--- src/rtl/cmp_evt_pkg.sv ---
package cmp_evt_pkg;
  localparam int unsigned REG_W = 8;

  localparam int unsigned B_OFF = 0;
  localparam int unsigned B_REF = 1;
  localparam int unsigned B_CAP = 2;
  localparam int unsigned B_IEN = 3;
  localparam int unsigned B_MLO = 4;
  localparam int unsigned B_MHI = 5;
  localparam int unsigned B_FLG = 6;
  localparam int unsigned B_LVL = 7;

  typedef enum logic [1:0] {
    MODE_TOGGLE = 2'b00,
    MODE_RSVD   = 2'b01,
    MODE_FALL   = 2'b10,
    MODE_RISE   = 2'b11
  } evt_mode_e;
endpackage

--- src/rtl/cmp_sync.sv ---
module cmp_sync #(
  parameter int unsigned STAGES = 2
) (
  input  logic clk_i,
  input  logic rst_ni,
  input  logic en_i,
  input  logic d_i,
  output logic q_o
);
  localparam int unsigned N = (STAGES < 2) ? 2 : STAGES;

  logic [N-1:0] sr_q;

  // chain freezes while disabled so no stale edge reaches the detector
  always_ff @(posedge clk_i or negedge rst_ni) begin
    if (!rst_ni)   sr_q <= '0;
    else if (en_i) sr_q <= {sr_q[N-2:0], d_i};
  end

  assign q_o = sr_q[N-1];
endmodule

--- src/rtl/cmp_edge_det.sv ---
module cmp_edge_det
  import cmp_evt_pkg::*;
(
  input  logic      clk_i,
  input  logic      rst_ni,
  input  logic      en_i,
  input  logic      lvl_i,
  input  evt_mode_e mode_i,
  output logic      evt_o
);
  logic prev_q;
  logic rise, fall;

  always_ff @(posedge clk_i or negedge rst_ni) begin
    if (!rst_ni)   prev_q <= 1'b0;
    else if (en_i) prev_q <= lvl_i;
  end

  assign rise = en_i &  lvl_i & ~prev_q;
  assign fall = en_i & ~lvl_i &  prev_q;

  always_comb begin
    unique case (mode_i)
      MODE_TOGGLE: evt_o = rise | fall;
      MODE_FALL:   evt_o = fall;
      MODE_RISE:   evt_o = rise;
      default:     evt_o = 1'b0;
    endcase
  end
endmodule

--- src/rtl/cmp_ctrl_reg.sv ---
module cmp_ctrl_reg
  import cmp_evt_pkg::*;
(
  input  logic             clk_i,
  input  logic             rst_ni,
  input  logic             wr_en_i,
  input  logic [REG_W-1:0] wr_data_i,
  input  logic             ack_i,
  input  logic             evt_i,
  output logic             off_o,
  output logic             ref_o,
  output logic             cap_o,
  output logic             ien_o,
  output evt_mode_e        mode_o,
  output logic             flag_o
);
  logic unused_lvl;
  logic clr;

  assign unused_lvl = wr_data_i[B_LVL];
  assign clr = ack_i | (wr_en_i & wr_data_i[B_FLG]);

  always_ff @(posedge clk_i or negedge rst_ni) begin
    if (!rst_ni) begin
      off_o  <= 1'b0;
      ref_o  <= 1'b0;
      cap_o  <= 1'b0;
      ien_o  <= 1'b0;
      mode_o <= MODE_TOGGLE;
    end else if (wr_en_i) begin
      off_o  <= wr_data_i[B_OFF];
      ref_o  <= wr_data_i[B_REF];
      cap_o  <= wr_data_i[B_CAP];
      ien_o  <= wr_data_i[B_IEN];
      mode_o <= evt_mode_e'(wr_data_i[B_MHI:B_MLO]);
    end
  end

  // set dominates clear
  always_ff @(posedge clk_i or negedge rst_ni) begin
    if (!rst_ni)    flag_o <= 1'b0;
    else if (evt_i) flag_o <= 1'b1;
    else if (clr)   flag_o <= 1'b0;
  end
endmodule

--- src/rtl/cmp_evt_ctrl.sv ---
module cmp_evt_ctrl
  import cmp_evt_pkg::*;
#(
  parameter int unsigned SYNC_STAGES = 2
) (
  input  logic             clk_i,
  input  logic             rst_ni,
  input  logic             cmp_i,
  input  logic             wr_en_i,
  input  logic [REG_W-1:0] wr_data_i,
  output logic [REG_W-1:0] rd_data_o,
  input  logic             gie_i,
  input  logic             vec_ack_i,
  output logic             irq_o,
  output logic             cap_trig_o,
  output logic             pwr_off_o,
  output logic             ref_sel_o
);
  logic      lvl, evt_hit;
  logic      off, ref_s, cap_en, ien, flag;
  evt_mode_e mode;

  cmp_sync #(.STAGES(SYNC_STAGES)) i_sync (
    .clk_i (clk_i),
    .rst_ni(rst_ni),
    .en_i  (~off),
    .d_i   (cmp_i),
    .q_o   (lvl)
  );

  cmp_edge_det i_edge (
    .clk_i (clk_i),
    .rst_ni(rst_ni),
    .en_i  (~off),
    .lvl_i (lvl),
    .mode_i(mode),
    .evt_o (evt_hit)
  );

  cmp_ctrl_reg i_reg (
    .clk_i    (clk_i),
    .rst_ni   (rst_ni),
    .wr_en_i  (wr_en_i),
    .wr_data_i(wr_data_i),
    .ack_i    (vec_ack_i),
    .evt_i    (evt_hit),
    .off_o    (off),
    .ref_o    (ref_s),
    .cap_o    (cap_en),
    .ien_o    (ien),
    .mode_o   (mode),
    .flag_o   (flag)
  );

  always_comb begin
    rd_data_o                = '0;
    rd_data_o[B_OFF]         = off;
    rd_data_o[B_REF]         = ref_s;
    rd_data_o[B_CAP]         = cap_en;
    rd_data_o[B_IEN]         = ien;
    rd_data_o[B_MHI:B_MLO]   = mode;
    rd_data_o[B_FLG]         = flag;
    rd_data_o[B_LVL]         = lvl;
  end

  assign irq_o      = flag & ien & gie_i;
  assign cap_trig_o = cap_en & lvl;
  assign pwr_off_o  = off;
  assign ref_sel_o  = ref_s;
endmodule

--- config.mk ---
export PLATFORM = sky130hd
export DESIGN_NAME = cmp_evt_ctrl
export DESIGN_NICKNAME = d
export VERILOG_FILES = /design/src/rtl/cmp_evt_pkg.sv /design/src/rtl/cmp_sync.sv /design/src/rtl/cmp_edge_det.sv /design/src/rtl/cmp_ctrl_reg.sv /design/src/rtl/cmp_evt_ctrl.sv
export SDC_FILE = /design/constraint.sdc
export NUM_CORES = 1
export LEC_CHECK = 0
export ABC_AREA = 0
export BUFFER_PORTS_ARGS = -buffer_cell sky130_fd_sc_hd__clkbuf_2
export CORE_MARGIN = 1.5
export CORE_UTILIZATION = 35
export DETAILED_ROUTE_END_ITERATION = 12
export MAX_ROUTING_LAYER = met4
export PLACE_DENSITY_LB_ADDON = 0.12
export SYNTH_ARGS = -nofsm -noshare
export SYNTH_HDL_FRONTEND = slang
export SYNTH_SLANG_ARGS = --single-unit
--- constraint.sdc ---
create_clock -name clk_i -period 0.8 [get_ports clk_i]
set_input_delay 0.12 -clock clk_i [delete_from_list [all_inputs] [get_ports clk_i]]
set_output_delay 0.12 -clock clk_i [all_outputs]
set_load 0.1 [all_outputs]
==> results, run 1 <==
- The flow ran to the end, but the final reports show violations.
- The final reports fail on setup timing.
- The via count of the first global-routing pass is 417.
- The per-cell routed wire length is 14.6 um.
- Buffers placed on the I/O ports in this run total 24.
- A synthesized cell averages 13.2 sq um.
- The total of flip-flops plus latches after synthesis is 10.
- The top-area cell type share of the netlist area is 54.1%.
- Of all nets on the critical path, the largest fanout is 2.
- The congestion estimate from routability-driven global placement came to 0.691.
- The ratio of total power to cell area is 2640 nW/um^2.
- The number of max-capacitance violations reported is 0.
- The post-detailed-route count of antenna-violating nets is 0.
- The share of final-layout standard cells stronger than drive strength 1 is 82.4%.
- The top cell types in the final layout, fill and taps aside, are sky130_fd_sc_hd__buf_12, sky130_fd_sc_hd__clkbuf_2, sky130_fd_sc_hd__buf_6, sky130_fd_sc_hd__mux2_2, sky130_fd_sc_hd__dfrtp_1.
- The tree is rooted in a sky130_fd_sc_hd__clkbuf_4.
- The net load switching power is 1.07 mW.
- The signed area change from the synthesized netlist to the final layout is 102%.
- The sequential element share of the synthesized area is 54.1%.
- By instance count, the cell type seen most on the critical path is sky130_fd_sc_hd__buf_12.
- The number of nets produced by synthesis is 49.
- TritonCTS built the clock tree.
- The number of failing hold endpoints at the final stage is 0.
- The share of total power in the clock network is 15.4%.
- After synthesis, the cell types taking the most area are sky130_fd_sc_hd__dfrtp_1, sky130_fd_sc_hd__mux2_2, sky130_fd_sc_hd__buf_4, sky130_fd_sc_hd__buf_6, sky130_fd_sc_hd__xnor2_1.
- Grouping stages by cell kind, the critical path spends the most delay in flip-flops.
- The relative max-transition margin is 83.6%.
- The overall die height is 39.4 um.
- The worst setup path is captured at an output pin.
- The critical path arrival is 1.06 ns.
- At the worst endpoint, the required time is 0.68 ns.
- Setup repair after global routing could not meet its margin everywhere.
- Counting tap cells, the placed design contains a total of 73 instances.
- The placeable core region is 1170 sq um.
- The worst setup margin is -0.380 ns.
- The initial utilization of the core area, before any placement, comes to 39.5%.
- The standard cell with the maximum stage delay on the critical path is sky130_fd_sc_hd__dfrtp_4.
- The post-synth design cell area is 463 sq um.
- Registers are responsible for 27.6% of the overall power.
- The unique cell type count in the Yosys netlist is 13.
- The final clock period utilization by the worst path is 148%.
- The worst hold slack after final layout is 0.0757 ns.
- Wires add up to 1.20 mm.
- The synthesized design spends more area on one cell type than any other, namely sky130_fd_sc_hd__dfrtp_1.
- Traced cell by cell, the critical path runs through buf_12, buf_12.
- After clock tree synthesis, the clock-pin slew on the worst setup and hold paths is 0.07 ns.
- CTS built an H-tree with a depth of 1.
- In this run, CTS created clock tree buffers numbering 3.
- The number of optimization iterations in the first detailed-route pass is 2.
- The synthesized instance count is 35.
- The clock passes through at most 2 buffers.
- At the later pin of the worst-skew pair, clock insertion delay measures 0.27 ns.
- The number of nets in the layout is 83.
- The number of non-filler instances in the completed layout is 82.
- The reported leakage power is 0.443 nW.
- Yosys printed 0 warnings.
- From left edge to right edge, the die measures 39.4 um.
- The sum of negative setup slack is -5.68 ns.
- The number of placement rows is 12.
- Counting every sink on the clock net gives 10.
- The number of vias per cell after detailed routing is 4.76.
- The violation count after the first detailed-route iteration is 1.
- Setup violations remaining at the end of the flow were counted as 20.
- The share of total power consumed by net switching is 43.1%.
- The multi-input gate area in the final layout is 188 sq um.
- The residual DRC count is 0.
- The total number of vias is 390.
- The most common library cell in the layout ignoring fill and taps is sky130_fd_sc_hd__buf_12.
- The longest individual stage delay on the worst path is 0.50 ns.
- The floorplan step defined a die boundary enclosing 1550 sq um.
- Counting both buffers and inverters, the worst setup path holds a total of 2.
- For this design the top-level I/O count stands at 26.
- The filler cell count in the final layout is 64.
- The maximum number of pins on one net before global-route repair is 11.
- The post-route minimum period is 1.18 ns.
- The total overflow left after global routing is 0.
- The internal power consumption is 1.41 mW.
- The post-layout utilization of the core is 80.0%.
- At the pin with the least slew margin, the transition time is 0.246 ns.
- The global-route usage over all layers is 20.3%.
- The maximum ir drop on the vdd rail is 0.00170 V.
- The initial antenna violation count is 0.
- The worst-case clock skew is 0.00884 ns.
- The class of the most critical setup path is reg -> out.
- Of the total power, combinational logic draws 57.1%.
- The count of inserted antenna diode cells is 0.
- The worst setup path is launched from a flop.
- The worst hold path belongs to the class in -> reg.
- The sequential cells in the finished layout cover a total of 267 sq um.
- The highest clock rate is 847 MHz.
- The first-pass GRT wire length is 1.93 mm.
- The number of slew-limit violations in the final report was 0.
[worst paths after layout]
| kind | end | depth (start not counted) | from | slack [ns] |
|---|---|---|---|---|
| worst max-delay path | rd_data_o[0] | 2 | i_reg.off_o$_DFFE_PN0P_ | -0.38 |
| worst min-delay path | i_reg.mode_o[1]$_DFFE_PN0P_ | 2 | wr_data_i[5] | 0.08 |
| worst max register to register | i_reg.flag_o$_DFFE_PN0P_ | 4 | i_reg.mode_o[0]$_DFFE_PN0P_ | -0.31 |
| worst min register to register | i_sync.sr_q[0]$_DFFE_PN0N_ | 1 | i_sync.sr_q[0]$_DFFE_PN0N_ | 0.54 |
| max in group asynchronous | i_reg.off_o$_DFFE_PN0P_ | 2 | rst_ni | 0.33 |
| min in group asynchronous | i_reg.cap_o$_DFFE_PN0P_ | 2 | rst_ni | 0.24 |
[cells by family (layout without fill, tap and decap cells)]
group / after synthesis / after routing / synth area share [%]
xor gates and xnor gates: 1 / 1 / 1.89
AOI/OAI and AO/OA: 2 / 2 / 2.43
DFF: 10 / 10 / 54.1
buffers and inverters: 8 / 41 / 13.0
muxes: 9 / 9 / 21.9
and+or+nand+nor: 5 / 5 / 6.76
[cell usage after synthesis]
cell,number
sky130_fd_sc_hd__o21ai_1,1
sky130_fd_sc_hd__nand2_1,1
sky130_fd_sc_hd__a31oi_1,1
sky130_fd_sc_hd__xnor2_1,1
sky130_fd_sc_hd__mux2_2,9
sky130_fd_sc_hd__buf_6,1
sky130_fd_sc_hd__buf_4,6
sky130_fd_sc_hd__nor3b_1,1
sky130_fd_sc_hd__dfrtp_1,10
sky130_fd_sc_hd__and3_1,1
sky130_fd_sc_hd__and2_1,1
sky130_fd_sc_hd__inv_1,1
sky130_fd_sc_hd__nand3b_1,1
[repair_timing]
item,CTS,global route
endpoints found under the setup margin,20,20
endpoints found under the hold margin,10,0
pin swaps,0,1
hold buffers,1,0
setup buffers,4,0
gates cloned,0,0
gates resized for setup,11,0
[flip-flops by register name (all words and copies together) (netlist names)]
register / flops
i_sync.sr_q: 2
i_reg.ien_o: 1
i_reg.ref_o: 1
i_reg.mode_o: 2
i_reg.off_o: 1
i_reg.flag_o: 1
i_reg.cap_o: 1
i_edge.prev_q: 1
[per-layer routing]
layer / part of all wire (%) / track usage, % / routed length (um) / vias to the layer above
met5: 0 / - / 0 / -
met4: 1.6 / 10.3 / 19 / 0
met3: 7.2 / 5.11 / 86 / 2
met2: 54 / 35.0 / 649 / 19
met1: 37 / 21.5 / 444 / 191
li1: - / - / - / 178
[power groups by stage]
stage | clock (mW) | combinational [mW] | sequential (mW)
2_1_floorplan | 0 | 0.700 | 0.830
3_3_place_gp | 0 | 1.27 | 0.692
3_5_place_dp | 0 | 1.29 | 0.701
4_1_cts | 0.364 | 1.42 | 0.682
5_1_grt | 0.408 | 1.45 | 0.691
6_report | 0.380 | 1.41 | 0.682
[layout make-up]
type,instances,share of cell area [%]
Sequential cell,10,28.4
Clock buffer,4,2.80
Multi-Input combinational cell,17,20.0
Inverter,1,0.401
Tap cell,14,1.87
Timing Repair Buffer,36,46.5
[metrics by stage]
step	power (mW)	area [sq um]	setup WS, ns
floorplan	1.53	517	-0.305
global placement	1.96	827	-0.141
detailed placement	1.99	827	-0.166
CTS	2.46	937	-0.365
global route	2.55	937	-0.401
finish	2.48	937	-0.380
(Power assumes the default switching activity.)
==> run 2, diff against run 1 <==
==> constraint.sdc (replaced) <==
create_clock -name clk_i -period 0.8 [get_ports clk_i]
set_input_delay 0.08 -clock clk_i [delete_from_list [all_inputs] [get_ports clk_i]]
set_output_delay 0.08 -clock clk_i [all_outputs]
set_load 0.1 [all_outputs]
==> run 2 against run 1 <==
  * Non-clock buffer count increased by 1
  * The flow still finishes with violations (setup timing)
  * Critical path type unchanged
  * Register-to-register slack barely moved
  * Cell area up 2.3%
  * Global-route usage decreased by 0.54 points
  * Sequential power is 1% higher
==> results, run 2 (synthesis results as in run 1) <==
- The maximum number of pins on one net before global-route repair was 11 (unchanged).
- The die area is 1550 sq um (unchanged).
- The width of the die is 39.4 um (unchanged).
- The final clock period utilization by the worst path is 143% (was 148%).
- The clock input transition at the sequential cells of the worst setup and hold paths is 0.07 ns (about the same).
- The setup-violating endpoint count in the final report is 20 (unchanged).
- The number of clock buffers inserted by TritonCTS came to 3 (unchanged).
- The register-to-register setup slack was -0.31 ns (about the same).
- The worst hold path cell count is 2 (unchanged).
- The longest individual stage delay on the worst path is 0.51 ns (was 0.50 ns).
- The post-detailed-route count of antenna-violating nets is 0 (unchanged).
- The highest clock rate is 874 MHz (was 847 MHz).
- The final wirelength is 1.15 mm (was 1.20 mm).
- The clock root buffer is sky130_fd_sc_hd__clkbuf_4 (unchanged).
- The maximum ir drop on the vdd rail was 0.00162 V (was 0.00170 V).
- The highest net fanout along the worst path was 3 (was 2).
- The per-cell routed wire length came to 13.8 um (was 14.6 um).
- The number of slew-limit violations in the final report is 0 (unchanged).
- The number of vias per cell after detailed routing was 4.59 (was 4.76).
- The clock tree buffer depth was 2 (unchanged).
- The I/O pin count came to 26 (unchanged).
- The total number of vias was 381 (was 390).
- The hold path startpoint is wr_data_i[1] (was wr_data_i[5]).
- The number of max-capacitance violations reported was 0 (unchanged).
- The placeable core region is 1170 sq um (unchanged).
- The worst-margin pin slew came to 0.244 ns (was 0.246 ns).
- The count of inserted antenna diode cells came to 0 (unchanged).
- The element type at the critical path end is an output pin (unchanged).
- The length in cells of the worst reg-to-reg path came to 4 (unchanged).
- The worst setup timing slack at the placement stage is -0.161 ns (was -0.166 ns).
- The clock latency of the later-clocked register in the worst-skew pair was 0.28 ns (was 0.27 ns).
- The class of the most critical setup path is reg -> out (unchanged).
- The cell count after placement is 74 (was 73).
- The reported leakage power is 0.455 nW (was 0.443 nW).
- The CTS tree was done (unchanged).
- The post-route minimum period is 1.14 ns (was 1.18 ns).
- The sequential cell area is 267 sq um (unchanged).
- The number of optimization iterations in the first detailed-route pass is 4 (was 2).
- The standard cell with the maximum stage delay on the critical path is sky130_fd_sc_hd__dfrtp_4 (unchanged).
- The share of final-layout standard cells stronger than drive strength 1 is 84.1% (was 82.4%).
- The initial cell density of the core was 39.5% (unchanged).
- Most used cells in the layout excluding fill and tap cells: sky130_fd_sc_hd__buf_12, sky130_fd_sc_hd__clkbuf_2, sky130_fd_sc_hd__buf_6, sky130_fd_sc_hd__mux2_2, sky130_fd_sc_hd__dfrtp_1 (unchanged).
- The post-layout utilization of the core is 81.8% (was 80.0%).
- The capture endpoint of the worst hold path is i_reg.ref_o$_DFFE_PN0P_ (was i_reg.mode_o[1]$_DFFE_PN0P_).
- The count of buffers inserted at the top-level ports came to 24 (unchanged).
- Failing checks: setup timing (unchanged).
- The initial antenna violation count is 0 (unchanged).
- The number of non-filler instances in the completed layout is 83 (was 82).
- Run status: complete, but fails checks (unchanged).
- The ratio of total power to cell area is 2700 nW/um^2 (was 2640 nW/um^2).
- The worst hold slack after final layout is 0.0292 ns (was 0.0757 ns).
- The filler cell count in the final layout came to 61 (was 64).
- Cell chain of the critical path: buf_6, buf_12 (was buf_12, buf_12).
- The class of the tightest hold or removal check is in -> reg (unchanged).
- The relative max-transition margin is 83.8% (was 83.6%).
- The worst-case clock skew was 0.00720 ns (was 0.00884 ns).
- The most common library cell in the layout ignoring fill and taps is sky130_fd_sc_hd__buf_12 (unchanged).
- The total global routing overflow was 0 (unchanged).
- The violation count after the first detailed-route iteration was 1 (unchanged).
- The worst setup margin is -0.344 ns (was -0.380 ns).
- The residual DRC count was 0 (unchanged).
- Setup repair after global routing missed its margin: yes (unchanged).
- The endpoint of the most critical register-to-register path is i_reg.flag_o$_DFFE_PN0P_ (unchanged).
- The routability congestion estimate from global placement is 0.710 (was 0.691).
- The global-route usage over all layers was 19.8% (was 20.3%).
- The number of clock sinks is 10 (unchanged).
- The overall die height is 39.4 um (unchanged).
- The H-tree depth was 1 (unchanged).
- The signed area change from the synthesized netlist to the final layout is 107% (was 102%).
- The launching point of the worst reg2reg path is i_reg.mode_o[0]$_DFFE_PN0P_ (unchanged).
- The first-pass GRT wire length is 1.84 mm (was 1.93 mm).
- The required arrival time at the worst endpoint is 0.72 ns (was 0.68 ns).
- The number of failing hold endpoints at the final stage was 0 (unchanged).
- The startpoint class of the critical path is a flop (unchanged).
- The multi-input gate area in the final layout is 188 sq um (unchanged).
- The number of nets in the layout was 84 (was 83).
- The critical path arrival is 1.06 ns (about the same).
- Biggest regs: i_reg.mode_o (2), i_sync.sr_q (2) (unchanged).
- The via count of the first global-routing pass is 398 (was 417).
- The number of placement rows is 12 (unchanged).
## run 2: where the power goes
part | switching (mW) | internal (mW) | total, mW
sequential | 0.0882 | 0.602 | 0.691
clock | 0.203 | 0.277 | 0.480
combinational | 0.794 | 0.620 | 1.41
## run 2: per-layer routing
layer,track usage (%),wire length (um)
met1,22.5,459
met2,32.1,585
met3,3.41,75
met4,12.9,25
met5,-,0
## run 2: area by class of cell
class                           instances  share of cell area, %
Inverter                                1                  0.392
Tap cell                               14                   1.83
Multi-Input combinational cell         17                   19.6
Sequential cell                        10                   27.8
Timing Repair Buffer                   37                   46.6
Clock buffer                            4                   3.79
## run 2: repair_timing
action / 4_1_cts / 5_1_grt
setup buffers: 4 / 0
pin swaps: 0 / 1
resized for setup: 11 / 1
endpoints found under the setup margin: 20 / 21
hold endpoints to repair: 10 / 0
hold buffers: 1 / 0
## run 2: per-stage QoR
step	TNS (ns)	cell area (sq um)	power, mW
2_1_floorplan	-2.49	513	1.53
3_3_place_gp	-1.09	835	1.97
3_5_place_dp	-1.26	835	2.00
4_1_cts	-5.24	953	2.55
5_1_grt	-5.83	958	2.66
6_report	-5.47	958	2.59
## run 2: how the worst max path moves through the flow
stage                                startpoint                         end  slack, ns  cells past startpoint
finish                  i_reg.off_o$_DFFE_PN0P_                rd_data_o[0]      -0.34                      2
global route            i_reg.off_o$_DFFE_PN0P_                rd_data_o[0]      -0.36                      2
CTS                     i_reg.off_o$_DFFE_PN0P_                rd_data_o[0]      -0.34                      2
detailed placement      i_reg.off_o$_DFFE_PN0P_  i_sync.sr_q[1]$_DFFE_PN0N_      -0.16                      1
global placement    i_reg.mode_o[0]$_DFFE_PN0P_    i_reg.flag_o$_DFFE_PN0P_      -0.13                      3
floorplan           i_reg.mode_o[1]$_DFFE_PN0P_    i_reg.flag_o$_DFFE_PN0P_      -0.30                      3
## run 2: critical path: cells and delay by family (launching register included)
kind | cells | cell delay [ns]
flops | 1 | 0.51
buf+inv | 2 | 0.28
